### src/rtl/spi_sts_pkg.sv
package spi_sts_pkg;
    localparam int STS_W = 32;

    localparam int B_RX_PTR   = 31;
    localparam int B_TX_PTR   = 30;
    localparam int B_RX_THR   = 29;
    localparam int B_RX_FULL  = 28;
    localparam int B_RX_EMPTY = 27;
    localparam int B_TX_THR   = 26;
    localparam int B_TX_FULL  = 25;
    localparam int B_TX_EMPTY = 24;
    localparam int B_ENABLED  = 16;
    localparam int B_FRAME    = 12;
    localparam int B_CMP      = 11;
    localparam int B_UNDER    = 10;
    localparam int B_TXEMPTY  = 9;
    localparam int B_CSRISE   = 8;
    localparam int B_OVR      = 3;
    localparam int B_MODF     = 2;
    localparam int B_TDRE     = 1;
    localparam int B_RDRF     = 0;

    // sticky bank slot order
    localparam int S_FRAME = 0;
    localparam int S_CMP   = 1;
    localparam int S_UNDER = 2;
    localparam int S_CSR   = 3;
    localparam int S_OVR   = 4;
    localparam int S_MODF  = 5;
    localparam int N_STICKY = 6;

    localparam logic [STS_W-1:0] UNUSED_MASK = 32'h00FE_E0F0;
endpackage

### src/rtl/sts_sticky_bank.sv
module sts_sticky_bank #(
    parameter int N = 6
) (
    input  logic         clk,
    input  logic         rst_n,
    input  logic [N-1:0] set_i,
    input  logic         clr_i,
    output logic [N-1:0] flags_o
);
    typedef struct packed {
        logic [N-1:0] flags;
    } bank_t;

    bank_t bank_d, bank_q;

    always_comb begin
        bank_d = bank_q;
        // a set pulse outranks the clearing read
        bank_d.flags = (bank_q.flags & ~{N{clr_i}}) | set_i;
    end

    always_ff @(posedge clk) begin
        if (!rst_n) bank_q <= '0;
        else        bank_q <= bank_d;
    end

    assign flags_o = bank_q.flags;

    for (genvar i = 0; i < N; i++) begin : g_chk
        p_set_wins_r3: assert property (@(posedge clk) disable iff (!rst_n)
            set_i[i] |=> flags_o[i]);
        p_read_clears_r3: assert property (@(posedge clk) disable iff (!rst_n)
            (clr_i && !set_i[i]) |=> !flags_o[i]);
        p_hold_r3: assert property (@(posedge clk) disable iff (!rst_n)
            (!clr_i && flags_o[i]) |=> flags_o[i]);
    end
endmodule

### src/rtl/sts_fifo_edge.sv
module sts_fifo_edge #(
    parameter int DEPTH = 8,
    parameter int CW    = 4,
    parameter bit IS_TX = 1'b0
) (
    input  logic          clk,
    input  logic          rst_n,
    input  logic          fifo_en_i,
    input  logic [CW-1:0] level_i,
    input  logic [CW-1:0] thresh_i,
    input  logic          ptr_err_i,
    input  logic          clr_i,
    output logic          ptr_o,
    output logic          thr_o,
    output logic          full_o,
    output logic          empty_o
);
    localparam logic [CW-1:0] FULL_V = CW'(DEPTH);

    typedef struct packed {
        logic [CW-1:0] prev;
        logic          ptr;
        logic          thr;
        logic          full;
        logic          empty;
    } edge_t;

    edge_t st_d, st_q;
    logic  hit_thr, hit_full, hit_empty;

    if (IS_TX) begin : g_tx
        // draining direction: crossing down to the threshold
        assign hit_thr = (st_q.prev > thresh_i) && (level_i <= thresh_i);
    end else begin : g_rx
        // filling direction: crossing up to the threshold
        assign hit_thr = (st_q.prev < thresh_i) && (level_i >= thresh_i);
    end

    assign hit_full  = (st_q.prev != FULL_V) && (level_i == FULL_V);
    assign hit_empty = (st_q.prev != '0)     && (level_i == '0);

    always_comb begin
        st_d      = st_q;
        st_d.prev = level_i;
        if (!fifo_en_i) begin
            st_d.ptr   = 1'b0;
            st_d.thr   = 1'b0;
            st_d.full  = 1'b0;
            st_d.empty = 1'b0;
        end else begin
            st_d.ptr   = st_q.ptr | ptr_err_i;
            st_d.thr   = (st_q.thr   & ~clr_i) | hit_thr;
            st_d.full  = (st_q.full  & ~clr_i) | hit_full;
            st_d.empty = (st_q.empty & ~clr_i) | hit_empty;
        end
    end

    always_ff @(posedge clk) begin
        if (!rst_n) st_q <= '0;
        else        st_q <= st_d;
    end

    assign ptr_o   = st_q.ptr;
    assign thr_o   = st_q.thr;
    assign full_o  = st_q.full;
    assign empty_o = st_q.empty;

    p_off_zero_r5: assert property (@(posedge clk) disable iff (!rst_n)
        !fifo_en_i |=> !(ptr_o || thr_o || full_o || empty_o));
    p_full_entry_r7: assert property (@(posedge clk) disable iff (!rst_n)
        (fifo_en_i && level_i == FULL_V && st_q.prev != FULL_V) |=> full_o);
    p_thr_level_r6: assert property (@(posedge clk) disable iff (!rst_n)
        (fifo_en_i && clr_i && level_i == st_q.prev) |=> !thr_o);
    p_ptr_hold_r9: assert property (@(posedge clk) disable iff (!rst_n)
        (fifo_en_i && ptr_o) |=> (ptr_o || !fifo_en_i));
endmodule

### src/rtl/sts_xfer_ready.sv
module sts_xfer_ready #(
    parameter int DEPTH = 8,
    parameter int CW    = 4
) (
    input  logic          clk,
    input  logic          rst_n,
    input  logic          spi_en_i,
    input  logic          fifo_en_i,
    input  logic [CW-1:0] tx_level_i,
    input  logic [CW-1:0] rx_level_i,
    input  logic          tdr_wr_i,
    input  logic          tx_load_i,
    input  logic          rx_load_i,
    input  logic          rdr_rd_i,
    input  logic          sh_idle_i,
    output logic          tdre_o,
    output logic          rdrf_o,
    output logic          txempty_o,
    output logic          ovr_evt_o
);
    localparam logic [CW-1:0] FULL_V = CW'(DEPTH);

    typedef struct packed {
        logic en_prev;
        logic tdre_nf;
        logic rdrf_nf;
        logic tdre;
        logic rdrf;
        logic txempty;
    } xfer_t;

    xfer_t st_d, st_q;
    logic  en_rise;
    logic  hold_empty;

    assign en_rise = spi_en_i && !st_q.en_prev;

    always_comb begin
        st_d         = st_q;
        st_d.en_prev = spi_en_i;

        // single-register mode transmit tracking
        if (!spi_en_i)      st_d.tdre_nf = 1'b0;
        else if (en_rise)   st_d.tdre_nf = 1'b1;
        else if (tdr_wr_i)  st_d.tdre_nf = 1'b0;
        else if (tx_load_i) st_d.tdre_nf = 1'b1;

        // single-register mode receive tracking, arrival wins over read
        if (rx_load_i)     st_d.rdrf_nf = 1'b1;
        else if (rdr_rd_i) st_d.rdrf_nf = 1'b0;

        st_d.tdre = fifo_en_i ? (tx_level_i != FULL_V) : st_d.tdre_nf;
        st_d.rdrf = fifo_en_i ? (rx_level_i != '0)     : st_d.rdrf_nf;

        hold_empty   = fifo_en_i ? (tx_level_i == '0) : st_d.tdre_nf;
        st_d.txempty = hold_empty && sh_idle_i && !tdr_wr_i;
    end

    always_comb begin
        if (fifo_en_i) ovr_evt_o = rx_load_i && (rx_level_i == FULL_V) && !rdr_rd_i;
        else           ovr_evt_o = rx_load_i && st_q.rdrf_nf && !rdr_rd_i;
    end

    always_ff @(posedge clk) begin
        if (!rst_n) st_q <= '0;
        else        st_q <= st_d;
    end

    assign tdre_o    = st_q.tdre;
    assign rdrf_o    = st_q.rdrf;
    assign txempty_o = st_q.txempty;

    p_wr_clears_txempty_r10: assert property (@(posedge clk) disable iff (!rst_n)
        tdr_wr_i |=> !txempty_o);
    p_off_tdre_r11: assert property (@(posedge clk) disable iff (!rst_n)
        (!spi_en_i && !fifo_en_i) |=> !tdre_o);
    p_load_sets_rdrf_r12: assert property (@(posedge clk) disable iff (!rst_n)
        (rx_load_i && !fifo_en_i) |=> rdrf_o);
    p_fifo_rdrf_r13: assert property (@(posedge clk) disable iff (!rst_n)
        (fifo_en_i && rx_level_i == '0) |=> !rdrf_o);
endmodule

### src/rtl/spi_status_flags.sv
module spi_status_flags
    import spi_sts_pkg::*;
#(
    parameter int FIFO_DEPTH = 8,
    parameter int CNT_W      = $clog2(FIFO_DEPTH + 1)
) (
    input  logic             clk,
    input  logic             rst_n,
    input  logic             spi_en,
    input  logic             fifo_en,
    input  logic [CNT_W-1:0] rx_level,
    input  logic [CNT_W-1:0] tx_level,
    input  logic [CNT_W-1:0] rx_thresh,
    input  logic [CNT_W-1:0] tx_thresh,
    input  logic             ev_frame_err,
    input  logic             ev_cmp_hit,
    input  logic             ev_underrun,
    input  logic             ev_cs_rise,
    input  logic             ev_mode_fault,
    input  logic             ev_rx_ptr_err,
    input  logic             ev_tx_ptr_err,
    input  logic             rx_load,
    input  logic             tx_load,
    input  logic             shifter_idle,
    input  logic             status_rd,
    input  logic             tdr_wr,
    input  logic             rdr_rd,
    output logic [31:0]      status
);
    typedef struct packed {
        logic enabled;
    } top_t;

    top_t top_d, top_q;

    logic [N_STICKY-1:0] stk_set, stk_q;
    logic rx_ptr, rx_thr, rx_full, rx_empty;
    logic tx_ptr, tx_thr, tx_full, tx_empty;
    logic tdre, rdrf, txempty, ovr_evt;

    always_comb begin
        top_d         = top_q;
        top_d.enabled = spi_en;
    end

    always_ff @(posedge clk) begin
        if (!rst_n) top_q <= '0;
        else        top_q <= top_d;
    end

    sts_xfer_ready #(.DEPTH(FIFO_DEPTH), .CW(CNT_W)) u_xfer (
        .clk        (clk),
        .rst_n      (rst_n),
        .spi_en_i   (spi_en),
        .fifo_en_i  (fifo_en),
        .tx_level_i (tx_level),
        .rx_level_i (rx_level),
        .tdr_wr_i   (tdr_wr),
        .tx_load_i  (tx_load),
        .rx_load_i  (rx_load),
        .rdr_rd_i   (rdr_rd),
        .sh_idle_i  (shifter_idle),
        .tdre_o     (tdre),
        .rdrf_o     (rdrf),
        .txempty_o  (txempty),
        .ovr_evt_o  (ovr_evt)
    );

    always_comb begin
        stk_set          = '0;
        stk_set[S_FRAME] = ev_frame_err;
        stk_set[S_CMP]   = ev_cmp_hit;
        stk_set[S_UNDER] = ev_underrun;
        stk_set[S_CSR]   = ev_cs_rise;
        stk_set[S_OVR]   = ovr_evt;
        stk_set[S_MODF]  = ev_mode_fault;
    end

    sts_sticky_bank #(.N(N_STICKY)) u_sticky (
        .clk     (clk),
        .rst_n   (rst_n),
        .set_i   (stk_set),
        .clr_i   (status_rd),
        .flags_o (stk_q)
    );

    sts_fifo_edge #(.DEPTH(FIFO_DEPTH), .CW(CNT_W), .IS_TX(1'b0)) u_rx_edge (
        .clk       (clk),
        .rst_n     (rst_n),
        .fifo_en_i (fifo_en),
        .level_i   (rx_level),
        .thresh_i  (rx_thresh),
        .ptr_err_i (ev_rx_ptr_err),
        .clr_i     (status_rd),
        .ptr_o     (rx_ptr),
        .thr_o     (rx_thr),
        .full_o    (rx_full),
        .empty_o   (rx_empty)
    );

    sts_fifo_edge #(.DEPTH(FIFO_DEPTH), .CW(CNT_W), .IS_TX(1'b1)) u_tx_edge (
        .clk       (clk),
        .rst_n     (rst_n),
        .fifo_en_i (fifo_en),
        .level_i   (tx_level),
        .thresh_i  (tx_thresh),
        .ptr_err_i (ev_tx_ptr_err),
        .clr_i     (status_rd),
        .ptr_o     (tx_ptr),
        .thr_o     (tx_thr),
        .full_o    (tx_full),
        .empty_o   (tx_empty)
    );

    always_comb begin
        status             = '0;
        status[B_RX_PTR]   = rx_ptr;
        status[B_TX_PTR]   = tx_ptr;
        status[B_RX_THR]   = rx_thr;
        status[B_RX_FULL]  = rx_full;
        status[B_RX_EMPTY] = rx_empty;
        status[B_TX_THR]   = tx_thr;
        status[B_TX_FULL]  = tx_full;
        status[B_TX_EMPTY] = tx_empty;
        status[B_ENABLED]  = top_q.enabled;
        status[B_FRAME]    = stk_q[S_FRAME];
        status[B_CMP]      = stk_q[S_CMP];
        status[B_UNDER]    = stk_q[S_UNDER];
        status[B_TXEMPTY]  = txempty;
        status[B_CSRISE]   = stk_q[S_CSR];
        status[B_OVR]      = stk_q[S_OVR];
        status[B_MODF]     = stk_q[S_MODF];
        status[B_TDRE]     = tdre;
        status[B_RDRF]     = rdrf;
    end

    p_en_mirror_r2: assert property (@(posedge clk) disable iff (!rst_n)
        spi_en |=> status[B_ENABLED]);
    p_en_low_r2: assert property (@(posedge clk) disable iff (!rst_n)
        !spi_en |=> !status[B_ENABLED]);
    p_overrun_r4: assert property (@(posedge clk) disable iff (!rst_n)
        (rx_load && !fifo_en && rdrf && !rdr_rd) |=> status[B_OVR]);
endmodule

### config.mk
export PLATFORM = sky130hd
export DESIGN_NAME = spi_status_flags
export DESIGN_NICKNAME = d
export VERILOG_FILES = /design/src/rtl/spi_sts_pkg.sv /design/src/rtl/sts_sticky_bank.sv /design/src/rtl/sts_fifo_edge.sv /design/src/rtl/sts_xfer_ready.sv /design/src/rtl/spi_status_flags.sv
export SDC_FILE = /design/constraint.sdc
export NUM_CORES = 1
export LEC_CHECK = 0
export BUFFER_PORTS_ARGS = -buffer_cell sky130_fd_sc_hd__buf_4
export CAP_MARGIN = 20
export CORE_AREA = 2 2 44 86
export DETAILED_ROUTE_END_ITERATION = 12
export DIE_AREA = 0 0 46 88
export GPL_TIMING_DRIVEN = 0
export PLACE_DENSITY = 0.76
export SETUP_SLACK_MARGIN = 0.5
export SLEW_MARGIN = 0
export SYNTH_ARGS = -nofsm -noshare
export SYNTH_HDL_FRONTEND = slang
export SYNTH_SLANG_ARGS = --single-unit
### constraint.sdc
create_clock -name clk -period 1.71 [get_ports clk]
set_clock_uncertainty 0.2 [all_clocks]
set_input_delay 0.171 -clock clk [delete_from_list [all_inputs] [get_ports clk]]
set_output_delay 0.171 -clock clk [all_outputs]
set_load 0.03 [all_outputs]
# Yosys cells after proc, flatten, opt, wreduce, memory -nomap -nowiden
# Cells that the tools add are included.
[totals]
reg_bits = 28
input_bits = 33
[op_classes]
n_lt_le_gt_ge = 4
n_eq_ne = 5
mux = 10
n_bitwise = 18
n_reduce_logical = 22
[op_table]
columns = ["op", "count"]
rows = [
  ["1-bit logical AND", 13],
  ["4-bit != test (second input constant)", 3],
  ["4-bit nonzero test", 3],
  ["1-bit 2-to-1 mux", 10],
  ["4-bit equality test (second input constant)", 2],
  ["4-bit zero test", 2],
  ["1-bit OR", 8],
  ["1-bit bitwise AND", 6],
  ["6-bit bitwise AND", 1],
  ["6-bit inverter", 1],
  ["6-bit OR", 1],
  ["4-bit greater-or-equal comparator", 1],
  ["4-bit greater-than comparator", 1],
  ["4-bit <= comparator", 1],
  ["4-bit < comparator", 1],
  ["1-bit zero test", 3],
  ["2-bit AND reduction", 1],
  ["1-bit inverter", 1],
]

# Logic depth before layout (Yosys ltp)
# Gate-level depths: netlist of the first run.
[logic_depth]
depth_word = 7
mapped_depth = 7
mapped_depth_nobuf = 7

# By module
# Synthesis of the first run repeated with hierarchy kept, for this count alone.
[unflattened]
cells_unflattened = 176
hier_area_um2 = 1599.0
[modules_own_cells]
columns = ["module", "n_inst", "cells_per_inst", "area_per_inst_um2", "seq_area_each_um2"]
rows = [
  ["sts_fifo_edge (u_tx_edge)", 1, 51, 451.7, 160.2],
  ["sts_fifo_edge (u_rx_edge)", 1, 48, 450.4, 160.2],
  ["sts_xfer_ready", 1, 30, 269.0, 120.1],
  ["spi_status_flags", 1, 29, 225.2, 20.0],
  ["sts_sticky_bank", 1, 18, 202.7, 120.1],
]

# Worst setup path after synthesis of the first run
# No wires, ideal clock.
[synth_timing]
path_type = "flip-flop to flip-flop"
startpoint = "register u_tx_edge.st_q[6] (netlist name)"
endpoint = "register u_tx_edge.st_q, in the netlist u_tx_edge.thr_o"
setup_ps = 127
arrival_ps = 1193
setup_slack_ps = 190
path_stages_with_launch = 5
path_buffers = 0
path_cell_list = "dfxtp_1 -> ha_1 -> and3b_1 -> a2111oi_2 -> o41ai_2"
[synth_between]
elab_chain_len = 3
[synth_lines]
columns = ["item", "line_no", "rtl"]
rows = [
  ["from (decl)", "sts_fifo_edge.sv:28", "edge_t st_d, st_q;"],
  ["from (signal assigned)", "sts_fifo_edge.sv:60", "else st_q <= st_d;"],
  ["4-bit greater-than comparator", "sts_fifo_edge.sv:33", "assign hit_thr = (st_q.prev > thresh_i) && (level_i <= thresh_i);"],
  ["1-bit logical AND", "sts_fifo_edge.sv:33", ""],
  ["1-bit OR", "sts_fifo_edge.sv:52", "st_d.thr = (st_q.thr & ~clr_i) | hit_thr;"],
]
# No other way between the ends.
# A chain may end at the register's enable or synchronous reset.

# Final worst setup path of the first run
# Same ends and word-level chain as after synthesis.

==> results of run 1 <==
-- kinds of logic after synthesis --
| logic type | after synthesis | synth area share, % |
|---|---|---|
| flip-flops | 28 | 36.8 |
| buffers and inverters | 42 | 17.4 |
| AO/OA/AOI/OAI | 33 | 14.1 |
| adder cells (fa/ha/maj) | 15 | 12.3 |
| AND/OR/NAND/NOR | 53 | 19.2 |
| other | 1 | 0.246 |
-- per-stage QoR --
stage                     cell area, um^2  instances
after floorplan                      1620        185
after CTS                            2340        289
after global placement               2020        266
after global routing                 2380        289
after detailed placement             2020        266
final                                2380        289
-- worst min path at each step --
stage                        from                to  slack [ns]  cells after the start
final                     rx_load    u_xfer.st_q[3]       -0.05                      2
after floorplan            tdr_wr  u_xfer.txempty_o        0.04                      1
after global placement     tdr_wr  u_xfer.txempty_o        0.14                      2
after CTS                 rx_load    u_xfer.st_q[3]       -0.05                      2
after global routing      rx_load    u_xfer.st_q[3]       -0.06                      2
after detailed placement   tdr_wr  u_xfer.txempty_o        0.14                      2
-- worst max-delay path: cells and delay by family, from the launching register on --
kind	cells	cell delay [ns]
AO/OA/AOI/OAI	2	0.30
adder cells (fa/ha/maj)	1	0.29
flip-flops	1	0.37
AND/OR/NAND/NOR	1	0.21
-- area by class of cell --
cell class	count	area (um^2)	share of cell area, %
well taps	32	40.0	1.68
clock buffers	3	41.3	1.73
repair buffers	69	607	25.5
plain buffers	30	256	10.8
inverters	12	45.0	1.89
multi-input cells	115	813	34.1
flip-flops and latches	28	581	24.4
-- placed cells by master, fill, tap and decap left out, drive strengths merged --
| cell | synthesis | routed |
|---|---|---|
| nor3b | 1 | 1 |
| a211oi | 1 | 1 |
| nand3b | 1 | 1 |
| o21ai | 6 | 6 |
| and3b | 1 | 1 |
| conb | 1 | 14 |
| dlygate4sd3 | 0 | 19 |
| o21a | 2 | 2 |
| nand4 | 2 | 2 |
| inv | 12 | 12 |
| nor4 | 2 | 2 |
| nand2 | 11 | 11 |
| nor2b | 10 | 10 |
| clkbuf | 1 | 4 |
| ha | 15 | 15 |
| buf | 29 | 79 |
| nor2 | 9 | 9 |
| o41ai | 3 | 3 |
| a21boi | 1 | 1 |
| a32oi | 1 | 1 |
| a2111oi | 1 | 1 |
| dfxtp | 28 | 28 |
| a21oi | 17 | 17 |
| nor3 | 6 | 6 |
| and2 | 10 | 10 |
| a31oi | 1 | 1 |
-- routing by layer --
layer	GRT usage, %	up-vias	wire, um	share of wire [%]
met5	0	-	0	0
met1	20.1	646	1220	32
met3	2.68	8	160	4.2
met4	8.57	0	111	2.9
met2	37.6	47	2320	61
li1	-	713	-	-
-- timing repair --
action / 4_1_cts / 5_1_grt
setup buffers: 1 / 0
pin swaps: 0 / 3
endpoints found under the setup margin: 15 / 19
resized for setup: 25 / 13
hold endpoints to repair: 19 / 1
-- report_power, final --
part	internal, mW	switching [mW]	leakage (nW)
Combinational	0.224	0.216	0.882
Sequential	0.686	0.0224	0.237
Clock	0.158	0.186	0.0216
Total	1.07	0.424	1.14
-- state kept, by name, indices dropped and copies added, names as in the netlist --
| signal | count |
|---|---|
| u_xfer.tdre_o | 1 |
| u_rx_edge.thr_o | 1 |
| u_rx_edge.empty_o | 1 |
| u_sticky.flags_o | 6 |
| u_rx_edge.ptr_o | 1 |
| u_rx_edge.full_o | 1 |
| u_tx_edge.thr_o | 1 |
| u_xfer.st_q | 3 |
| u_rx_edge.st_q | 4 |
| u_xfer.txempty_o | 1 |
| u_xfer.rdrf_o | 1 |
| u_tx_edge.ptr_o | 1 |
| u_tx_edge.full_o | 1 |
| u_tx_edge.empty_o | 1 |
| u_tx_edge.st_q | 4 |
==> flow_summary_export.csv, run 1 <==
group,metric,value,unit
clock_tree,clockRootBuffer,"clkbuf_8",
cells_and_area,utilization,70.6,%
sta,fin_hold_ws,-0.0542,ns
sta,slew_headroom,64.2,%
drt,routed_wl,3810,um
cells_and_area,drive_gt1_share,42.4,%
yosys,ys_types,31,
yosys,synth_seq_cells,28,
yosys,synthCells,172,
grt,track_usage,19.9,%
critical_path,critical_path_class,"flip-flop to flip-flop",
run_status,outcome,"complete, but fails checks",
yosys,synthFlopType,"dfxtp_1",
grt,grt_pass1_wl,5850,um
yosys,seq_area_frac_synth,36.8,%
floorplan,die-area,0.00405,mm^2
yosys,synth-edff-count,0,
worst_hold_path,min_path_type,"input pin to flip-flop",
yosys,synth_largest_area_cell,"dfxtp_1",
clock_tree,cts-buffers-inserted,3,
pwr,leakagePower,1.14,nW
critical_path,crit_path_end,"u_tx_edge.thr_o",
place,dp.final_hpwl,2650,um
sta,slew_viol_final,0,
floorplan,start_util,45.0,%
pwr,power_density,626,mW/mm^2
sta,max_freq,688,MHz
critical_path,cp.required,1.69,ns
sta,hold_viol,1,
sta,finalSetupTns,0,ns
place,gp_congestion,0.768,
sta,finalSetupViolCount,0,
floorplan,die_x,46,um
drt,vias,1414,
drt,remaining_drc_errors,0,
yosys,yosys-top-cells-area,"dfxtp_1 37%, buf_4 14%, ha_1 12%",
critical_path,worstReg2RegEnd,"u_tx_edge.thr_o",
pwr,p_total,1.49,mW
sta,worst_pin_slew,0.529,ns
critical_path,crit_chain,"ha_4, and3b_2, a2111oi_4, o41ai_2",
yosys,yosys-top-cells-count,"28 x buf_4, 28 x dfxtp_1, 17 x a21oi_1",
drt,detail_route.wl_per_cell,13.2,um
critical_path,rr_worst_depth,4,
critical_path,critPathLaunch,"u_tx_edge.st_q[6]",
clock_tree,cts_hold_buf,19,
run_status,failed_checks,"negative hold slack",
drt,dr.pass1.iters,4,
clock_tree,cts-htree-levels,1,
cells_and_area,diodes,0,
drt,drt_iter0_drc,15,
drt,drt-vias-per-instance,4.89,
sta,fin_crit_sh,84.9,%
yosys,avgSynthCellArea,8.85,um^2
grt,grt_max_degree,15,
clock_tree,cts_tree,"built",
clock_tree,clk_pin_slew,0.09,ns
yosys,ys_async_sr_fraction,0,%
yosys,synth_area,0.00152,mm^2
critical_path,end_kind,"flip-flop",
floorplan,io_pins,65,
grt,grt_pass1_vias,1344,
yosys,yosysTopAreaCellShare,36.8,%
clock_tree,clock_latency,0.27,ns
critical_path,max_stage_delay,0.37,ns
pwr,peakVddDrop,535,uV
clock_tree,clockBufferDepth,2,
place,numPortBuffers,49,
critical_path,path_max_fanout,3,
sta,rsz0062_at_grt,"yes",
floorplan,die_h,88,um
critical_path,cp-start-kind,"flip-flop",
grt,grt_overflow,0,
clock_tree,clkSinkCount,28,
floorplan,rows,30,
yosys,yosys_warnings,0,
sta,setup_ws,0.257,ns
run,maxCapViolations,0,
critical_path,rrSetupSlack,0.26,ns
cells_and_area,num-nets-final,307,
place,dp_worst_setup_slack,0.157,ns
critical_path,r2r_start,"u_tx_edge.st_q[6]",
floorplan,core_area,0.00338,mm^2
sta,fin_crit,1.45,ns
grt,antenna_found_initial,0,
cells_and_area,n_fill_cell,258,
critical_path,cp_slowest_cell,"dfxtp_4",
critical_path,critPathArrivalTime,1.43,ns
drt,final_antenna_net_count,0,
cells_and_area,area_growth,56.7,%
No activity file was read; power rests on OpenSTA's default activity.
==> run 2, diff against run 1 <==
==> constraint.sdc (replaced) <==
create_clock -name clk -period 1.4 [get_ports clk]
set_clock_uncertainty 0.2 [all_clocks]
set_input_delay 0.14 -clock clk [delete_from_list [all_inputs] [get_ports clk]]
set_output_delay 0.14 -clock clk [all_outputs]
set_load 0.03 [all_outputs]
==> run 2 against run 1 <==
Against the previous run:
- the run ends with negative hold slack, negative setup slack left
- critical path type unchanged
- die area did not move
- design area shrank 3.1%
- via count fell by 5.9%
- count of clock-buffer cells in the layout rose by 1
- largest power group unchanged
- sequential power grew 23%
==> flow_summary_export.csv, run 2 (synthesized netlist as in run 1, its figures left out) <==
group,metric,value,unit
run_status,outcome,"complete, but fails checks",
run_status,failed_checks,"negative hold slack, negative setup slack",
drt,drt_iter0_drc,14,
pwr,peakVddDrop,668,uV
grt,grt_pass1_wl,5350,um
cells_and_area,n_fill_cell,276,
floorplan,io_pins,65,
pwr,clockPowerShare,26.3,%
critical_path,end_kind,"flip-flop",
drt,routed_wl,3420,um
pwr,leakagePower,1.09,nW
sta,slew_viol_final,0,
clock_tree,cts-buffers-inserted,3,
cells_and_area,diodes,0,
pwr,p_comb_share,27.2,%
critical_path,max_stage_delay,0.35,ns
clock_tree,clockRootBuffer,"clkbuf_8",
cells_and_area,largest_register_ff_count,6,
cells_and_area,layout_commonest_cell,"buf_4",
drt,vias,1330,
pwr,p_total,1.86,mW
pwr,net-switching-power,0.524,mW
grt,grt_max_degree,16,
cells_and_area,area_growth,51.7,%
grt,antenna_found_initial,0,
grt,grt_overflow,0,
clock_tree,cts_tree,"built",
cells_and_area,num-nets-final,290,
critical_path,cp-start-kind,"flip-flop",
critical_path,cp_slowest_cell,"dfxtp_2",
sta,fin_crit_sh,103,%
floorplan,start_util,45.0,%
floorplan,die-area,0.00405,mm^2
grt,grt_pass1_vias,1231,
cells_and_area,final_cell_mix,"51 x buf_4, 29 x buf_6, 20 x dfxtp_2",
run,maxCapViolations,0,
floorplan,die_x,46,um
place,numPortBuffers,49,
pwr,p_int,1.34,mW
critical_path,crit_chain,"ha_4, and3b_2, a2111oi_4, o41ai_2",
clock_tree,clkSinkCount,28,
floorplan,die_h,88,um
critical_path,critPathArrivalTime,1.43,ns
pwr,power_density,808,mW/mm^2
cells_and_area,drive_gt1_share,52.3,%
drt,remaining_drc_errors,0,
pwr,p_sw_share,28.1,%
sta,max_freq,691,MHz
drt,detail_route.wl_per_cell,12.5,um
place,gp_congestion,0.755,
critical_path,path_max_fanout,3,
critical_path,critical_path_class,"flip-flop to flip-flop",
worst_hold_path,min_path_type,"input pin to flip-flop",
floorplan,rows,30,
clock_tree,clock_latency,0.27,ns
clock_tree,clockBufferDepth,2,
critical_path,cp.required,1.38,ns
clock_tree,clk_pin_slew,0.09,ns
place,dp.final_hpwl,2660,um
drt,final_antenna_net_count,0,
sta,rsz0062_at_grt,"yes",
sta,fin_crit,1.45,ns
clock_tree,cts-htree-levels,1,
sta,hold_viol,26,
drt,drt-vias-per-instance,4.87,
drt,dr.pass1.iters,4,
pwr,seqPwrFrac,46.5,%
sta,finalSetupViolCount,1,
floorplan,core_area,0.00338,mm^2
sta,setup_ws,-0.0464,ns
sta,fin_hold_ws,-0.183,ns
grt,track_usage,18.3,%
[run 2: cell count changes in the layout (fill, tap and decap cells not counted), moves of 2 or more]
cell	change
dlygate4sd3_1	-19
buf_6	+8
dfxtp_2	+7
buf_4	-6
dfxtp_4	+2
dfxtp_1	-9
[run 2: repair_timing]
| item | in CTS | in global routing |
|---|---|---|
| endpoints found under the hold margin | 25 | 25 |
| cloned | 0 | 0 |
| pin swaps | 6 | 13 |
| resized for setup | 42 | 13 |
| setup buffers | 2 | 1 |
| setup endpoints to repair | 30 | 30 |
[run 2: cell type report]
class	instances	area (um^2)	area share [%]
buffer	30	253	10.9
clock buffer	4	55.1	2.38
inverter	12	45.0	1.95
multi-input combinational	115	853	37.0
sequential	28	597	25.9
tap	32	40.0	1.73
timing repair buffer	52	465	20.2
[run 2: power groups by stage]
stage | Sequential, mW | Combinational [mW] | Clock (mW)
after floorplan | 0.898 | 0.282 | 0
final | 0.868 | 0.507 | 0.490
after global routing | 0.872 | 0.560 | 0.533
after detailed placement | 0.883 | 0.457 | 0
after global placement | 0.881 | 0.449 | 0
after CTS | 0.868 | 0.489 | 0.497
[run 2: worst paths after layout]
kind	startpoint	to	slack, ns	cells past startpoint
setup / recovery	u_tx_edge.st_q[6]	u_tx_edge.thr_o	-0.05	4
hold / removal	tdr_wr	u_xfer.txempty_o	-0.18	2
setup reg to reg	u_tx_edge.st_q[6]	u_tx_edge.thr_o	-0.05	4
hold reg to reg	u_rx_edge.ptr_o	u_rx_edge.ptr_o	0.27	2
[run 2: per-stage QoR]
step | std cells | setup TNS, ns | setup slack (ns) | utilization, % | area (um^2)
floorplan | 185 | 0 | 0.0124 | - | 1630
detailed placement | 266 | -0.163 | -0.163 | 60.4 | 2040
CTS | 272 | -0.0714 | -0.0714 | 66.6 | 2250
global placement | 266 | -0.101 | -0.0843 | 60.4 | 2040
finish | 273 | -0.0464 | -0.0464 | 68.3 | 2310
global route | 273 | -0.206 | -0.121 | 68.3 | 2310
[run 2: layer usage]
metal  up-vias  global-route usage [%]  share of wire [%]
met2        43                    33.3                 59
met1       601                    18.4                 34
li1        676                       -                  -
met4         0                    10.1                3.5
met5         -                       0                  0
met3        10                    2.47                3.7
[run 2: worst max-delay path: cells and delay by family (launching register included)]
family / cells / cell delay, ns
fa+ha+maj: 1 / 0.29
simple gates: 1 / 0.20
flops: 1 / 0.35
compound gates: 2 / 0.32
